### src/rtl/kv_pkg.sv
package kv_pkg;
  localparam int unsigned WORD_W = 32;
  localparam logic [31:0] PGM_MAGIC = 32'h757B_DF0D;
  localparam logic [31:0] CRC_POLY  = 32'h82F6_3B78;
  localparam logic [31:0] CRC_SEED  = 32'hFFFF_FFFF;

  // word offsets (byte address / 4)
  localparam int unsigned OFS_STATUS = 0;
  localparam int unsigned OFS_CTRL   = 1;
  localparam int unsigned OFS_PGM    = 2;
  localparam int unsigned OFS_CHK    = 3;
  localparam int unsigned OFS_KEY0   = 4;
  localparam int unsigned OFS_ERREN  = 13;
  localparam int unsigned OFS_EVT    = 14;
  localparam int unsigned OFS_MASK   = 15;
  localparam int unsigned OFS_UNMASK = 16;
  localparam int unsigned OFS_DOMASK = 17;
  localparam int unsigned OFS_LOCK   = 19;

  // status bit positions
  localparam int unsigned ST_PGM  = 0;
  localparam int unsigned ST_ZERO = 4;
  localparam int unsigned ST_DONE = 8;
  localparam int unsigned ST_PASS = 9;

  // fold one word into a reflected CRC, 32 shift steps in one call
  function automatic logic [31:0] crc_fold(input logic [31:0] acc, input logic [31:0] w);
    logic [31:0] c;
    c = acc ^ w;
    for (int b = 0; b < 32; b++) begin
      c = c[0] ? ((c >> 1) ^ CRC_POLY) : (c >> 1);
    end
    return c;
  endfunction
endpackage

### src/rtl/kv_key_bank.sv
module kv_key_bank #(
  parameter int unsigned NKEY   = 8,
  parameter int unsigned DW     = 32,
  parameter bit          AUX_WO = 1'b1,
  parameter int unsigned SW     = (NKEY > 1) ? $clog2(NKEY) : 1
) (
  input  logic                      clk,
  input  logic                      wr_key,
  input  logic [SW-1:0]             wr_idx,
  input  logic                      wr_aux,
  input  logic [DW-1:0]             wdata,
  input  logic                      allow_key,
  input  logic                      allow_aux,
  input  logic                      zeroize,
  output logic [NKEY-1:0][DW-1:0]   key_words,
  output logic [DW-1:0]             aux_word,
  output logic                      clr_zero_flag
);
  logic [DW-1:0] key_q [NKEY];
  logic [DW-1:0] aux_q;
  logic          key_take, aux_take;

  assign key_take = wr_key && allow_key;
  assign aux_take = wr_aux && allow_aux;

  // storage has no reset: it survives a reset of the register file
  for (genvar i = 0; i < NKEY; i++) begin : g_word
    always_ff @(posedge clk) begin
      if (zeroize)
        key_q[i] <= '0;
      else if (key_take && wr_idx == SW'(i))
        key_q[i] <= wdata;
    end
    assign key_words[i] = key_q[i];
  end

  always_ff @(posedge clk) begin
    if (zeroize && AUX_WO)
      aux_q <= '0;
    else if (aux_take)
      aux_q <= wdata;
  end
  assign aux_word = aux_q;

  always_comb begin
    clr_zero_flag = key_take && (|wdata);
    if (AUX_WO && aux_take && (|wdata))
      clr_zero_flag = 1'b1;
  end
endmodule

### src/rtl/kv_crc_seq.sv
module kv_crc_seq
  import kv_pkg::*;
#(
  parameter int unsigned NKEY = 8,
  parameter int unsigned IW   = $clog2(NKEY + 1)
) (
  input  logic                          clk,
  input  logic                          rst,
  input  logic                          start,
  input  logic [WORD_W-1:0]             expect_val,
  input  logic [NKEY-1:0][WORD_W-1:0]   key_words,
  output logic                          busy,
  output logic                          done,
  output logic                          pass
);
  logic [IW-1:0]     idx;
  logic [WORD_W-1:0] acc, acc_n, ref_q, cur_word;

  // step 0 feeds the leading zero word, step n feeds key word n-1
  always_comb begin
    cur_word = '0;
    for (int i = 0; i < NKEY; i++) begin
      if (32'(idx) == i + 1) cur_word = key_words[i];
    end
    acc_n = crc_fold(acc, cur_word);
  end

  always_ff @(posedge clk) begin
    if (rst) begin
      busy  <= 1'b0;
      done  <= 1'b0;
      pass  <= 1'b0;
      idx   <= '0;
      acc   <= CRC_SEED;
      ref_q <= '0;
    end else if (start) begin
      busy  <= 1'b1;
      done  <= 1'b0;
      pass  <= 1'b0;
      idx   <= '0;
      acc   <= CRC_SEED;
      ref_q <= expect_val;
    end else if (busy) begin
      acc <= acc_n;
      if (32'(idx) == NKEY) begin
        busy <= 1'b0;
        done <= 1'b1;
        pass <= (acc_n == ref_q);
      end else begin
        idx <= idx + 1'b1;
      end
    end
  end
endmodule

### src/rtl/kv_irq_ctl.sv
module kv_irq_ctl (
  input  logic clk,
  input  logic rst,
  input  logic fault_evt,
  input  logic evt_clr,
  input  logic mask_clr,
  input  logic mask_set,
  output logic isr_q,
  output logic imr_q,
  output logic irq
);
  logic isr_n, imr_n;

  always_comb begin
    isr_n = fault_evt | (isr_q & ~evt_clr);
    imr_n = imr_q;
    if (mask_set)      imr_n = 1'b1;
    else if (mask_clr) imr_n = 1'b0;
  end

  always_ff @(posedge clk) begin
    if (rst) begin
      isr_q <= 1'b0;
      imr_q <= 1'b1;
      irq   <= 1'b0;
    end else begin
      isr_q <= isr_n;
      imr_q <= imr_n;
      irq   <= isr_n & ~imr_n;
    end
  end
endmodule

### src/rtl/key_vault_ctrl.sv
module key_vault_ctrl
  import kv_pkg::*;
#(
  parameter int unsigned ADDR_W = 7,
  parameter int unsigned NKEY   = 8,
  parameter bit          AUX_WO = 1'b1
) (
  input  logic              clk,
  input  logic              rst,
  input  logic              wr_en,
  input  logic              rd_en,
  input  logic [ADDR_W-1:0] addr,
  input  logic [31:0]       wdata,
  input  logic              fault_evt,
  output logic [31:0]       rdata,
  output logic              irq
);
  localparam int unsigned SW      = (NKEY > 1) ? $clog2(NKEY) : 1;
  localparam int unsigned OFS_AUX = OFS_KEY0 + NKEY;

  int unsigned wsel;
  logic        aligned;
  assign wsel    = 32'(addr[ADDR_W-1:2]);
  assign aligned = (addr[1:0] == 2'b00);

  logic wr_ctrl, wr_pgm, wr_chk, wr_key, wr_aux, wr_erren;
  logic wr_evt, wr_unmask, wr_domask, wr_lock;
  logic [SW-1:0] key_idx;

  always_comb begin
    wr_ctrl   = wr_en && aligned && (wsel == OFS_CTRL);
    wr_pgm    = wr_en && aligned && (wsel == OFS_PGM);
    wr_chk    = wr_en && aligned && (wsel == OFS_CHK);
    wr_key    = wr_en && aligned && (wsel >= OFS_KEY0) && (wsel < OFS_AUX);
    wr_aux    = wr_en && aligned && (wsel == OFS_AUX);
    wr_erren  = wr_en && aligned && (wsel == OFS_ERREN);
    wr_evt    = wr_en && aligned && (wsel == OFS_EVT);
    wr_unmask = wr_en && aligned && (wsel == OFS_UNMASK);
    wr_domask = wr_en && aligned && (wsel == OFS_DOMASK);
    wr_lock   = wr_en && aligned && (wsel == OFS_LOCK);
    key_idx   = SW'(wsel - OFS_KEY0);
  end

  logic pgm_q, zero_q, lock_q, erren_q;
  logic magic_hit, zeroize;
  assign magic_hit = wr_pgm && (wdata == PGM_MAGIC);
  assign zeroize   = (wr_ctrl && wdata[0]) || magic_hit;

  logic [NKEY-1:0][31:0] key_words;
  logic [31:0]           aux_word;
  logic                  clr_zero_flag;

  kv_key_bank #(
    .NKEY  (NKEY),
    .DW    (WORD_W),
    .AUX_WO(AUX_WO),
    .SW    (SW)
  ) u_key_bank (
    .clk          (clk),
    .wr_key       (wr_key),
    .wr_idx       (key_idx),
    .wr_aux       (wr_aux),
    .wdata        (wdata),
    .allow_key    (pgm_q),
    .allow_aux    (pgm_q && !lock_q),
    .zeroize      (zeroize),
    .key_words    (key_words),
    .aux_word     (aux_word),
    .clr_zero_flag(clr_zero_flag)
  );

  logic crc_busy, crc_done, crc_pass;

  kv_crc_seq #(.NKEY(NKEY)) u_crc (
    .clk       (clk),
    .rst       (rst),
    .start     (wr_chk && pgm_q),
    .expect_val(wdata),
    .key_words (key_words),
    .busy      (crc_busy),
    .done      (crc_done),
    .pass      (crc_pass)
  );

  logic isr_q, imr_q;

  kv_irq_ctl u_irq (
    .clk      (clk),
    .rst      (rst),
    .fault_evt(fault_evt),
    .evt_clr  (wr_evt && wdata[0]),
    .mask_clr (wr_unmask && wdata[0]),
    .mask_set (wr_domask && wdata[0]),
    .isr_q    (isr_q),
    .imr_q    (imr_q),
    .irq      (irq)
  );

  // control and status flags
  always_ff @(posedge clk) begin
    if (rst) begin
      pgm_q   <= 1'b0;
      zero_q  <= 1'b0;
      lock_q  <= 1'b0;
      erren_q <= 1'b0;
    end else begin
      if (magic_hit) pgm_q <= 1'b1;
      if (zeroize)            zero_q <= 1'b1;
      else if (clr_zero_flag) zero_q <= 1'b0;
      if (wr_lock && wdata[0] && !AUX_WO) lock_q <= 1'b1;
      if (wr_erren) erren_q <= wdata[0];
    end
  end

  logic [31:0] status_word, rd_val;

  always_comb begin
    status_word          = '0;
    status_word[ST_PGM]  = pgm_q;
    status_word[ST_ZERO] = zero_q;
    status_word[ST_DONE] = crc_done;
    status_word[ST_PASS] = crc_pass;
  end

  always_comb begin
    rd_val = '0;
    if (aligned) begin
      case (wsel)
        OFS_STATUS: rd_val = status_word;
        OFS_AUX:    rd_val = AUX_WO ? '0 : aux_word;
        OFS_ERREN:  rd_val = {31'b0, erren_q};
        OFS_EVT:    rd_val = {31'b0, isr_q};
        OFS_MASK:   rd_val = {31'b0, imr_q};
        OFS_LOCK:   rd_val = {31'b0, lock_q};
        default:    rd_val = '0;
      endcase
    end
  end

  always_ff @(posedge clk) begin
    if (rst)        rdata <= '0;
    else if (rd_en) rdata <= rd_val;
  end
endmodule

### config.mk
export PLATFORM = sky130hd
export DESIGN_NAME = key_vault_ctrl
export DESIGN_NICKNAME = d
export VERILOG_FILES = /design/src/rtl/kv_pkg.sv /design/src/rtl/kv_key_bank.sv /design/src/rtl/kv_crc_seq.sv /design/src/rtl/kv_irq_ctl.sv /design/src/rtl/key_vault_ctrl.sv
export SDC_FILE = /design/constraint.sdc
export NUM_CORES = 1
export LEC_CHECK = 0
export CORE_ASPECT_RATIO = 1.5
export CORE_MARGIN = 3
export CORE_UTILIZATION = 56
export CTS_CLUSTER_DIAMETER = 60
export DETAILED_ROUTE_END_ITERATION = 8
export PLACE_DENSITY = 0.81
export SETUP_SLACK_MARGIN = 0.05
export SLEW_MARGIN = 20
export SYNTH_ARGS = -nofsm -noshare
export SYNTH_HDL_FRONTEND = slang
export SYNTH_SLANG_ARGS = --single-unit
### constraint.sdc
create_clock -name clk -period 6.4 [get_ports clk]
set_input_delay 0.96 -clock clk [delete_from_list [all_inputs] [get_ports clk]]
set_output_delay 0.96 -clock clk [all_outputs]
set_load 0.01 [all_outputs]
==> summary.md <==
| Metric | Value |
|---|---|
| Type of the worst setup path | register to register |
| Setup ws final | -0.0334 ns |
| Antenna viol nets, final | 0 |
| H-tree levels | 1 |
| Most common flop cell mapped by yosys | edfxtp_1 |
| Seq cells post-synth | 337 |
| CTS tree | yes |
| Int Pwr | 3440 uW |
| Register area share after synthesis | 44.2% |
| Net Sw Frac | 21.1% |
| Top cells by count, synth | and2_1 (259), edfxtp_1 (256), nand2_1 (196) |
| Yosys cell types | 85 |
| Min cycle time layout | 6.43 ns |
| Post-route cell area | 0.0263 mm^2 |
| Clock root cell | clkbuf_16 |
| Synthesis-to-layout area growth | 24.9% |
| Critical path required time | 6.89 ns |
| Die area | 0.0401 mm^2 |
| Vias post-DR | 17000 |
| First-pass GRT wire length | 102000 um |
| FILL cells | 2470 |
| Layout cell share with drive strength beyond 1 | 25.4% |
| Flop pwr share | 53.2% |
| Clock latency on the worst-skew pair | 0.60 ns |
| DR vias/cell | 6.11 |
| Clk pwr share | 44.2% |
| Leakage | 0.0106 uW |
| Slew Viols, Final | 0 |
| Most frequent cell after synthesis | and2_1 |
| Site Rows | 86 |
| DRC | 0 |
| Worst setup EP type | register |
| Final WL | 71100 um |
| RSZ-0062 raised after global routing | true |
| Mapped Area | 0.0211 mm^2 |
| Die Ht | 244 um |
| DRT iter0 DRCs | 2239 |
| Width of the die | 164 um |
| NetSw | 920 uW |
| Hpwl dp | 48600 um |
| Violated checks | negative setup slack |
| Setup TNS | -0.0334 ns |
| IO Count | 77 |
| Layout Utilization | 71.3% |
| Synth Area per Inst | 10.8 um^2 |
| Worst setup SP type | register |
| Total CTS buffers | 31 |
| CP max FO | 16 |
| PortBufs | 48 |
| Max-cap violation count | 0 |
| WP data arrival | 6.93 ns |
| Cell Pwr Density | 166 mW/mm^2 |
| Final Skew | 0.0248 ns |
| Ys Warns | 0 |
| Final Hold Vio Count | 0 |
| GRT Overall Usage | 34.1% |
| EDFF count, synth | 256 |
| Final setup fails | 1 |
| Relative slew margins | 29.4% |
| Core area | 0.0369 mm^2 |
| Hold Path Class | register to register |
| Syn Inst Count | 1954 |
| Pre-CTS setup slack | -0.232 ns |
| Routability congestion estimate | 1.02 |
| Area contributors post-synth | edfxtp_1 (36%), xnor2_1 (7.9%), dfxtp_1 (7.7%) |
| Largest net degree at the start of global routing | 63 |
| Initial antenna violation count | 0 |
| Clock slew at reported path FFs | 0.07 ns |
| Dpl cell area | 0.0240 mm^2 |
| Final Power | 4360 uW |
| Starting Density | 57.1% |
| Final Cycle Share | 101% |
| Vias in the first global route | 16200 |
| CTS sink cnt | 337 |
| Total gr overflow | 0 |
| Inserted Diodes | 0 |
| Worst vdd ir | 0.217 mV |
| Worst Max-Slew Pin Slew | 1.06 ns |
| Post-synth ARST share | 0% |
| DR WL/cell | 25.6 um |
| Top-area cell type share of the netlist area | 36.5% |
| Leading area contributor after synthesis | edfxtp_1 |
| Comb power frac | 2.6% |
| Max clock buf depth | 3 |
| Fmax | 0.155 GHz |
| DRT Pass-1 Iters | 6 |
| Fin nets | 2316 |
| Result of the run | finished with violations |
==> state kept, by name, summed over array words and instances, names as in the netlist <==
register	flops
u_crc.done	1
u_irq.imr_q	1
u_crc.acc	32
u_crc.ref_q	32
pgm_q	1
rdata	4
u_key_bank.key_q	256
zero_q	1
u_irq.isr_q	1
u_crc.idx	4
u_crc.busy	1
u_crc.pass	1
erren_q	1
u_irq.irq	1
==> layer usage <==
metal	vias up	global-route usage (%)	share of wire, %
li1	7385	-	-
met1	8168	40.4	33
met2	1072	56.2	48
met3	342	4.68	8.5
met4	0	25.1	10
met5	-	0	0
==> logic make-up (layout without fill, tap and decap cells) <==
kind of cell	count (synthesis)	in the layout	share of synthesized area, %
AND/OR/NAND/NOR	663	663	17.2
XOR/XNOR	371	371	22.0
AO/OA/AOI/OAI	360	360	11.0
flip-flops	337	337	44.2
buffers and inverters	200	510	4.58
multiplexers	18	18	0.861
adder cells (fa/ha/maj)	4	4	0.237
other	1	28	0.0178
==> critical path, stage by stage (launching register included) <==
cell and delay [ns]:
dfxtp_4 0.39, clkinvlp_4 0.14, ha_4 0.19, buf_12 0.15, buf_12 0.14, buf_4 0.17, o21ai_0 0.26, a21oi_1 0.10
a21oi_1 0.34, xor2_1 0.21, buf_4 0.19, xnor2_1 0.38, xor3_1 0.40, xnor3_1 0.42, xnor3_2 0.50, xor2_4 0.23
xnor3_2 0.56, xor2_4 0.21, xnor2_4 0.30, buf_6 0.15, buf_4 0.12, xnor2_4 0.13, xnor2_1 0.09, nor3_1 0.18
nand4_1 0.15, o31ai_2 0.20
==> per-stage QoR <==
step | hold slack (ns) | instances
2_1_floorplan | 0.437 | 1981
3_3_place_gp | 0.455 | 2648
3_5_place_dp | 0.464 | 2648
4_1_cts | 0.473 | 2713
5_1_grt | 0.484 | 2775
6_report | 0.473 | 2775
==> cell usage in the layout, fill, tap and decap left out, types with 14 or more instances in the layout <==
cell type,instances
buf_4,342
and2_1,258
edfxtp_1,256
nand2_1,195
xnor2_1,169
a21oi_1,136
dfxtp_1,76
xor2_1,67
o21ai_0,61
clkdlybuf4s50_1,48
nor2_1,47
xnor3_1,42
nand3b_1,41
clkbuf_16,34
inv_1,30
conb_1,28
xnor2_2,27
xnor3_2,21
nand2b_1,18
buf_12,17
mux2i_1,16
xnor2_4,14
==> layout make-up <==
class | count | area [um^2] | share of cell area (%)
repair buffers | 422 | 3620 | 13.8
flip-flops and latches | 337 | 9320 | 35.4
well taps | 484 | 606 | 2.30
clock buffers | 35 | 791 | 3.00
clock inverters | 21 | 249 | 0.946
inverters | 32 | 124 | 0.471
multi-input cells | 1444 | 11600 | 44.1
==> power groups by stage <==
| stage | Combinational (uW) | Clock (uW) | Sequential [uW] |
|---|---|---|---|
| 2_1_floorplan | 48.9 | 0 | 2370 |
| 3_3_place_gp | 106 | 0 | 2370 |
| 3_5_place_dp | 108 | 0 | 2370 |
| 4_1_cts | 109 | 1920 | 2320 |
| 5_1_grt | 117 | 2020 | 2320 |
| 6_report | 115 | 1930 | 2320 |
==> what timing repair did <==
item                       4_1_cts  5_1_grt
hold buffers                     0        0
buffers inserted                 8       59
gates resized for setup         36       89
gates cloned                     1        3
pin swaps                       14       60
setup endpoints to repair       14       21
==> final timing paths <==
path	from	end	slack (ns)	cells past startpoint
setup / recovery	u_crc.idx[0]	u_crc.pass	-0.03	25
hold / removal	u_crc.ref_q[13]	u_crc.ref_q[13]	0.47	2
setup reg to reg	u_crc.idx[0]	u_crc.pass	-0.03	25
hold reg to reg	u_crc.ref_q[13]	u_crc.ref_q[13]	0.47	2
(Power assumes the default switching activity.)
